File: config.mk
export PLATFORM = sky130hd
export DESIGN_NAME = spi_mf_core
export DESIGN_NICKNAME = d
export VERILOG_FILES = /design/src/rtl/spi_mf_pkg.sv /design/src/rtl/spi_mf_sync.sv /design/src/rtl/spi_mf_mclk.sv /design/src/rtl/spi_mf_shifter.sv /design/src/rtl/spi_mf_core.sv
export SDC_FILE = /design/constraint.sdc
export NUM_CORES = 1
export LEC_CHECK = 0
export ABC_AREA = 0
export BUFFER_PORTS_ARGS = -buffer_cell sky130_fd_sc_hd__clkbuf_2
export CAP_MARGIN = 10
export CELL_PAD_IN_SITES_DETAIL_PLACEMENT = 1
export CELL_PAD_IN_SITES_GLOBAL_PLACEMENT = 1
export CORE_ASPECT_RATIO = 1.4
export CORE_MARGIN = 2
export CORE_UTILIZATION = 40
export DETAILED_ROUTE_END_ITERATION = 16
export PLACE_DENSITY_LB_ADDON = 0.1
export SLEW_MARGIN = 20
export SYNTH_ARGS = -nofsm -noshare
export SYNTH_HDL_FRONTEND = slang
export SYNTH_HIERARCHICAL = 1
export SYNTH_SLANG_ARGS = --single-unit
File: constraint.sdc
create_clock -name clk_i -period 2 [get_ports clk_i]
set_clock_uncertainty 0.15 [all_clocks]
set_input_delay 0.2 -clock clk_i [delete_from_list [all_inputs] [get_ports clk_i]]
set_output_delay 0.2 -clock clk_i [all_outputs]
set_load 0.02 [all_outputs]
File: src/rtl/spi_mf_pkg.sv
package spi_mf_pkg;
  typedef struct packed {
    logic errie;
    logic cpol;
    logic cpha;
    logic mst;
    logic en;
  } spi_ctl_t;
endpackage

File: src/rtl/spi_mf_sync.sv
module spi_mf_sync #(
  parameter int W = 3,
  parameter int STAGES = 2,
  parameter logic [W-1:0] RST_VAL = '0
) (
  input  logic         clk_i,
  input  logic         rst_ni,
  input  logic [W-1:0] d_i,
  output logic [W-1:0] q_o
);
  logic [STAGES-1:0][W-1:0] st_q;

  always_ff @(posedge clk_i or negedge rst_ni) begin
    if (!rst_ni) st_q <= {STAGES{RST_VAL}};
    else         st_q <= {st_q[STAGES-2:0], d_i};
  end

  assign q_o = st_q[STAGES-1];
endmodule

File: src/rtl/spi_mf_mclk.sv
module spi_mf_mclk #(
  parameter int HALF = 4
) (
  input  logic clk_i,
  input  logic rst_ni,
  input  logic run_i,
  output logic phase_o,
  output logic lead_o,
  output logic trail_o
);
  localparam int CW = (HALF > 1) ? $clog2(HALF) : 1;

  logic [CW-1:0] div_q;
  logic          ph_q;
  logic          tick;

  assign tick = run_i && (div_q == CW'(HALF - 1));

  always_ff @(posedge clk_i or negedge rst_ni) begin
    if (!rst_ni) begin
      div_q <= '0;
      ph_q  <= 1'b0;
    end else if (!run_i) begin
      div_q <= '0;
      ph_q  <= 1'b0;
    end else if (tick) begin
      div_q <= '0;
      ph_q  <= ~ph_q;
    end else begin
      div_q <= div_q + 1'b1;
    end
  end

  assign phase_o = ph_q;
  assign lead_o  = tick & ~ph_q;
  assign trail_o = tick & ph_q;
endmodule

File: src/rtl/spi_mf_shifter.sv
module spi_mf_shifter #(
  parameter int W = 8
) (
  input  logic         clk_i,
  input  logic         rst_ni,
  input  logic         en_i,
  input  logic         abort_i,
  input  logic         start_i,
  input  logic         lead_i,
  input  logic         trail_i,
  input  logic         cpha_i,
  input  logic         din_i,
  input  logic [W-1:0] tx_i,
  output logic         dout_o,
  output logic [W-1:0] rx_o,
  output logic         busy_o,
  output logic         done_o
);
  localparam int CW = $clog2(W);

  logic [W-1:0]  sh_q, rx_q;
  logic [CW-1:0] cnt_q;
  logic          busy_q, first_q, done_q;

  always_ff @(posedge clk_i or negedge rst_ni) begin
    if (!rst_ni) begin
      sh_q <= '0; rx_q <= '0; cnt_q <= '0;
      busy_q <= 1'b0; first_q <= 1'b0; done_q <= 1'b0;
    end else begin
      done_q <= 1'b0;
      if (!en_i || abort_i) begin
        busy_q  <= 1'b0;
        cnt_q   <= '0;
        first_q <= 1'b0;
      end else if (start_i) begin
        busy_q  <= 1'b1;
        cnt_q   <= '0;
        sh_q    <= tx_i;
        first_q <= ~lead_i;  // phase 1 slave: start edge is the first lead
      end else if (busy_q) begin
        if (lead_i) begin
          if (!cpha_i) rx_q <= {rx_q[W-2:0], din_i};
          else begin
            if (!first_q) sh_q <= {sh_q[W-2:0], 1'b0};
            first_q <= 1'b0;
          end
        end
        if (trail_i) begin
          if (!cpha_i) sh_q <= {sh_q[W-2:0], 1'b0};
          else         rx_q <= {rx_q[W-2:0], din_i};
          cnt_q <= cnt_q + 1'b1;
          if (cnt_q == CW'(W - 1)) begin
            busy_q <= 1'b0;
            done_q <= 1'b1;
          end
        end
      end
    end
  end

  assign dout_o = sh_q[W-1];
  assign rx_o   = rx_q;
  assign busy_o = busy_q;
  assign done_o = done_q;

  a_r7_start_arms: assert property (@(posedge clk_i) disable iff (!rst_ni)
    (start_i && en_i && !abort_i) |=> (busy_o && cnt_q == '0));
endmodule

File: src/rtl/spi_mf_core.sv
module spi_mf_core
  import spi_mf_pkg::*;
#(
  parameter int W    = 8,
  parameter int HALF = 4,
  parameter int SYNC = 2
) (
  input  logic         clk_i,
  input  logic         rst_ni,
  input  logic         ctl_wr_i,
  input  logic         ctl_en_i,
  input  logic         ctl_mst_i,
  input  logic         ctl_cpha_i,
  input  logic         ctl_cpol_i,
  input  logic         ctl_errie_i,
  input  logic         fault_clr_i,
  input  logic         tx_wr_i,
  input  logic [W-1:0] tx_data_i,
  output logic         en_o,
  output logic         mst_o,
  output logic         fault_o,
  output logic         txe_o,
  output logic         irq_o,
  output logic [W-1:0] rx_data_o,
  output logic         rx_valid_o,
  input  logic         sck_i,
  output logic         sck_o,
  output logic         sck_oe_o,
  input  logic         mosi_i,
  output logic         mosi_o,
  output logic         mosi_oe_o,
  input  logic         miso_i,
  output logic         miso_o,
  output logic         miso_oe_o,
  input  logic         ss_ni
);
  spi_ctl_t     ctl_q;
  logic [W-1:0] txbuf_q;
  logic         txe_q, fault_q;
  logic         s_ss, s_sck, s_mosi, ss_q, sck_q;
  logic         master_on, slave_on;
  logic         ss_fall, ss_rise, s_lead, s_trail;
  logic         m_lead, m_trail, m_phase;
  logic         busy, done, dout;
  logic         s_start, m_start, start, lead, trail, din, abort;
  logic         mfault, sfault;

  spi_mf_sync #(.W(3), .STAGES(SYNC), .RST_VAL(3'b100)) u_sync (
    .clk_i, .rst_ni,
    .d_i({ss_ni, sck_i, mosi_i}),
    .q_o({s_ss, s_sck, s_mosi})
  );

  always_ff @(posedge clk_i or negedge rst_ni) begin
    if (!rst_ni) begin
      ss_q  <= 1'b1;
      sck_q <= 1'b0;
    end else begin
      ss_q  <= s_ss;
      sck_q <= s_sck;
    end
  end

  assign master_on = ctl_q.en & ctl_q.mst;
  assign slave_on  = ctl_q.en & ~ctl_q.mst;
  assign ss_fall   = ss_q & ~s_ss;
  assign ss_rise   = ~ss_q & s_ss;
  assign s_lead    = (sck_q == ctl_q.cpol) && (s_sck != ctl_q.cpol) && !s_ss;
  assign s_trail   = (sck_q != ctl_q.cpol) && (s_sck == ctl_q.cpol) && !s_ss;

  // start point of a slave byte depends on phase
  assign s_start = slave_on & (ctl_q.cpha ? (s_lead & ~busy) : ss_fall);
  assign m_start = master_on & ~busy & ~txe_q & s_ss;
  assign start   = s_start | m_start;
  assign lead    = master_on ? m_lead  : s_lead;
  assign trail   = master_on ? m_trail : s_trail;
  assign din     = master_on ? miso_i  : s_mosi;
  assign abort   = slave_on & ss_rise;
  assign mfault  = master_on & ~s_ss;
  assign sfault  = slave_on & busy & ss_rise;

  spi_mf_mclk #(.HALF(HALF)) u_mclk (
    .clk_i, .rst_ni,
    .run_i(master_on & busy),
    .phase_o(m_phase),
    .lead_o(m_lead),
    .trail_o(m_trail)
  );

  spi_mf_shifter #(.W(W)) u_shift (
    .clk_i, .rst_ni,
    .en_i(ctl_q.en),
    .abort_i(abort),
    .start_i(start),
    .lead_i(lead),
    .trail_i(trail),
    .cpha_i(ctl_q.cpha),
    .din_i(din),
    .tx_i(txbuf_q),
    .dout_o(dout),
    .rx_o(rx_data_o),
    .busy_o(busy),
    .done_o(done)
  );

  always_ff @(posedge clk_i or negedge rst_ni) begin
    if (!rst_ni) begin
      ctl_q   <= '0;
      txbuf_q <= '0;
      txe_q   <= 1'b1;
      fault_q <= 1'b0;
    end else begin
      if (ctl_wr_i) begin
        ctl_q.en    <= ctl_en_i;
        ctl_q.mst   <= ctl_mst_i;
        ctl_q.cpha  <= ctl_cpha_i;
        ctl_q.cpol  <= ctl_cpol_i;
        ctl_q.errie <= ctl_errie_i;
      end
      if (mfault) ctl_q.en <= 1'b0;  // master fault wins over a write
      if (tx_wr_i) txbuf_q <= tx_data_i;
      if (mfault)       txe_q <= 1'b1;
      else if (tx_wr_i) txe_q <= 1'b0;
      else if (start)   txe_q <= 1'b1;
      if (mfault || sfault) fault_q <= 1'b1;
      else if (fault_clr_i) fault_q <= 1'b0;
    end
  end

  assign en_o       = ctl_q.en;
  assign mst_o      = ctl_q.mst;
  assign fault_o    = fault_q;
  assign txe_o      = txe_q;
  assign irq_o      = fault_q & ctl_q.errie;
  assign rx_valid_o = done;
  assign sck_o      = ctl_q.cpol ^ m_phase;
  assign sck_oe_o   = master_on;
  assign mosi_o     = dout;
  assign mosi_oe_o  = master_on;
  assign miso_o     = dout;
  assign miso_oe_o  = slave_on & ~s_ss;

  a_r2_master_fault_reaction: assert property (@(posedge clk_i) disable iff (!rst_ni)
    (master_on && !s_ss && !ctl_wr_i) |=> (!en_o && txe_o && mst_o && fault_o));
  a_r3_pins_released: assert property (@(posedge clk_i) disable iff (!rst_ni)
    !en_o |-> (!sck_oe_o && !mosi_oe_o && !miso_oe_o));
  a_r6_slave_fault_keeps_en: assert property (@(posedge clk_i) disable iff (!rst_ni)
    (sfault && !ctl_wr_i) |=> (en_o && fault_o));
  a_r8_fault_sticky: assert property (@(posedge clk_i) disable iff (!rst_ni)
    (fault_o && !fault_clr_i) |=> fault_o);
endmodule

==> results.json <==
{
  "status": "finished with violations",
  "violations": "negative setup slack",
  "setup_viol": 14,
  "start_util_pct": 41.04,
  "synth_common_cells": "dfrtp_1, mux2_2, mux2_1",
  "grt_max_degree": 29,
  "rsz0062_at_grt": "yes",
  "diodes": 0,
  "layout-area-overhead-vs-synth_pct": 41.08,
  "crit_path_start_kind": "register",
  "grt_pass1_vias": 1846,
  "synth_seq_cells": 48,
  "yosys-top-cells-area": "dfrtp_1, mux2_2, mux2_1",
  "core_area_um2": 5485,
  "ys.flop_type": "dfrtp_1",
  "dr.pass1.iters": 3,
  "io_pins": 42,
  "yosysUniqueCellTypes": 42,
  "grt_pass1_wl_um": 9011,
  "slew_viol_final": 0,
  "cts_buffers": 5,
  "switchingPower_uw": 620.8,
  "drtAntennaViolNets": 0,
  "die_height_um": 92.76,
  "path_max_fanout": 7,
  "tightestPinTransition_ns": 0.5623,
  "h-tree-depth": 2,
  "p_leak_uw": 0.001515,
  "period_share_pct": 103.9,
  "avgSynthCellArea_um2": 13.16,
  "grt_use_total_pct": 18.99,
  "max-clock-path-buffers": 2,
  "yosysMostFrequentCell": "dfrtp_1",
  "fmax_mhz": 481.0,
  "vias_per_cell": 5.025,
  "clk_pin_slew_worst_paths_ns": 0.09,
  "cts_root_buffer": "clkbuf_8",
  "place_congestion": 0.7736,
  "synth_top_area_share_pct": 48.92,
  "routedWlPerCell_um": 15.83,
  "fin_ws_ns": -0.07895,
  "relSlewSlack_pct": 62.52,
  "io_buffers": 41,
  "synth_fp_nets": 196,
  "yosys_warnings": 6,
  "max_cap_violations": 0,
  "vdd_drop_max_mv": 0.4493,
  "power.share.switching_pct": 26.89,
  "cp.required_ns": 2.04,
  "die_area_um2": 6252,
  "drive_above_1_share_pct": 48.62,
  "synthCells": 171,
  "hold_ws_ns": 0.002943,
  "layout.cells.non_filler": 321,
  "reg2regPathDepth": 7,
  "whs_path_depth": 3,
  "yosysTopAreaCell": "dfrtp_1",
  "dp_cells": 291,
  "synthesis.area_um2": 2251,
  "dp.final_hpwl_um": 3832,
  "grt-ovfl-total": 0,
  "p_seq_share_pct": 48.2,
  "cts.sinks": 48,
  "internal_power_uw": 1688,
  "final_nets": 277,
  "antenna_found_initial": 0,
  "ys_seq_area_share_pct": 53.59,
  "drt_iter0_markers": 51,
  "crit_type": "register to register",
  "drcViolationCount": 0,
  "power_density_nw_per_um2": 727.1,
  "final.min_clock_period_ns": 2.079,
  "synth-edff-count": 0,
  "rows": 32,
  "hold_path_class": "input port to register",
  "finalHoldViolCount": 0,
  "p_clk_share_pct": 30.7,
  "vias": 1613,
  "die_w_um": 67.40,
  "async_flop_share_pct": 100.0,
  "cts_tree": "done",
  "totalWireLength_um": 5080,
  "clock_latency_ns": 0.30,
  "share_comb_of_total_power_pct": 21.1,
  "critPathArrivalTime_ns": 2.12,
  "end_kind": "register"
}
-- flip-flops by register name, indices dropped and copies added, names as in the netlist, 2 cells and up --
register,count
ctl_q,3
u_shift/sh_q,8
u_shift/cnt_q,3
u_sync/st_q,3
u_sync/q_o,3
txbuf_q,8
u_mclk/div_q,2
u_shift/rx_o,8
-- area by class of cell --
type	count	area (µm²)
Clock inverter	3	46.29
Tap cell	68	85.08
Timing Repair Buffer	83	598.1
Clock buffer	5	68.82
Multi-Input combinational cell	109	1150
Sequential cell	48	1209
Inverter	5	18.77
Fill cell	575	2310
-- per-layer routing --
metal  global-route usage, %  vias to the layer above  share of wire (%)
met4                   6.122                        0                1.5
met5                       0                        -                  0
li1                        -                      771                  -
met2                   33.09                       26                 54
met3                   2.916                        6                2.3
met1                   23.48                      810                 43
-- per-stage QoR --
stage | total power [µW] | cell area (µm²) | TNS [ns] | worst slack [ns] | utilization (%)
finish | 2309 | 3176 | -0.7061 | -0.07895 | 57.89
global route | 2415 | 3176 | -2.380 | -0.1733 | 57.89
CTS | 2335 | 3156 | -0.8789 | -0.09870 | 57.53
detailed placement | 1587 | 2834 | -2.245 | -0.1909 | 51.67
global placement | 1561 | 2834 | -1.425 | -0.1250 | 51.67
floorplan | 1426 | 2436 | -1.220 | -0.1392 | -
-- power by group through the flow --
stage / registers (µW) / logic [µW] / clock network (µW)
after floorplan: 1140 / 287 / 0
after global placement: 1120 / 437 / 0
after detailed placement: 1130 / 456 / 0
after CTS: 1120 / 490 / 729
after global routing: 1130 / 528 / 760
final: 1110 / 488 / 708
-- critical path, stage by stage (launching register included) --
cell and delay (ns):
dfrtp_1 0.43, and3b_1 0.21, o2111ai_2 0.21, nand3_2 0.13
nand4bb_4 0.25, nor2_4 0.15, buf_12 0.14, mux2_4 0.30
-- timing repair --
| action | in CTS | in global routing |
|---|---|---|
| gates resized for setup | 6 | 1 |
| hold buffers | 16 | 0 |
| setup buffers | 4 | 2 |
| setup endpoints to repair | 17 | 19 |
| pin swaps | 9 | 1 |
| endpoints found under the hold margin | 31 | 0 |
-- cell usage in the layout (no fill, tap or decap), types with 4 or more instances in the layout --
| master | count |
|---|---|
| buf_4 | 23 |
| a21oi_1 | 5 |
| dfrtp_1 | 42 |
| nand2_1 | 6 |
| dlygate4sd3_1 | 16 |
| mux2_1 | 13 |
| dfstp_2 | 4 |
| inv_1 | 5 |
| clkbuf_8 | 5 |
| clkbuf_2 | 41 |
| nor2_1 | 7 |
| or2b_1 | 7 |
| mux2_4 | 14 |
| o221a_4 | 7 |
-- logic make-up (layout without fill, tap and decap cells) --
| logic type | after synthesis | after routing | synth area share (%) |
|---|---|---|---|
| simple gates | 50 | 50 | 15.73 |
| flops | 48 | 48 | 53.59 |
| mux | 32 | 32 | 15.79 |
| compound gates | 21 | 21 | 8.171 |
| buf+inv | 14 | 96 | 3.891 |
| fa+ha+maj | 3 | 3 | 1.668 |
| xor+xnor | 3 | 3 | 1.168 |
-- worst paths after layout --
kind                                          startpoint                          end  slack (ns)
worst max-delay path                     sck_q$_DFF_PN0_  u_shift/rx_o[1]$_DFFE_PN0P_       -0.08
worst min-delay path                            ctl_en_i             en_o$_DFFE_PN0P_       0.003
worst max register to register           sck_q$_DFF_PN0_  u_shift/rx_o[1]$_DFFE_PN0P_       -0.08
worst min register to register  u_sync/st_q[0]$_DFF_PN0_      u_sync/q_o[0]$_DFF_PN0_        0.21
max in group asynchronous                         rst_ni       txbuf_q[7]$_DFFE_PN0P_        0.89
min in group asynchronous                         rst_ni     u_sync/st_q[1]$_DFF_PN0_        0.26
No activity file was read; power rests on OpenSTA's default activity.
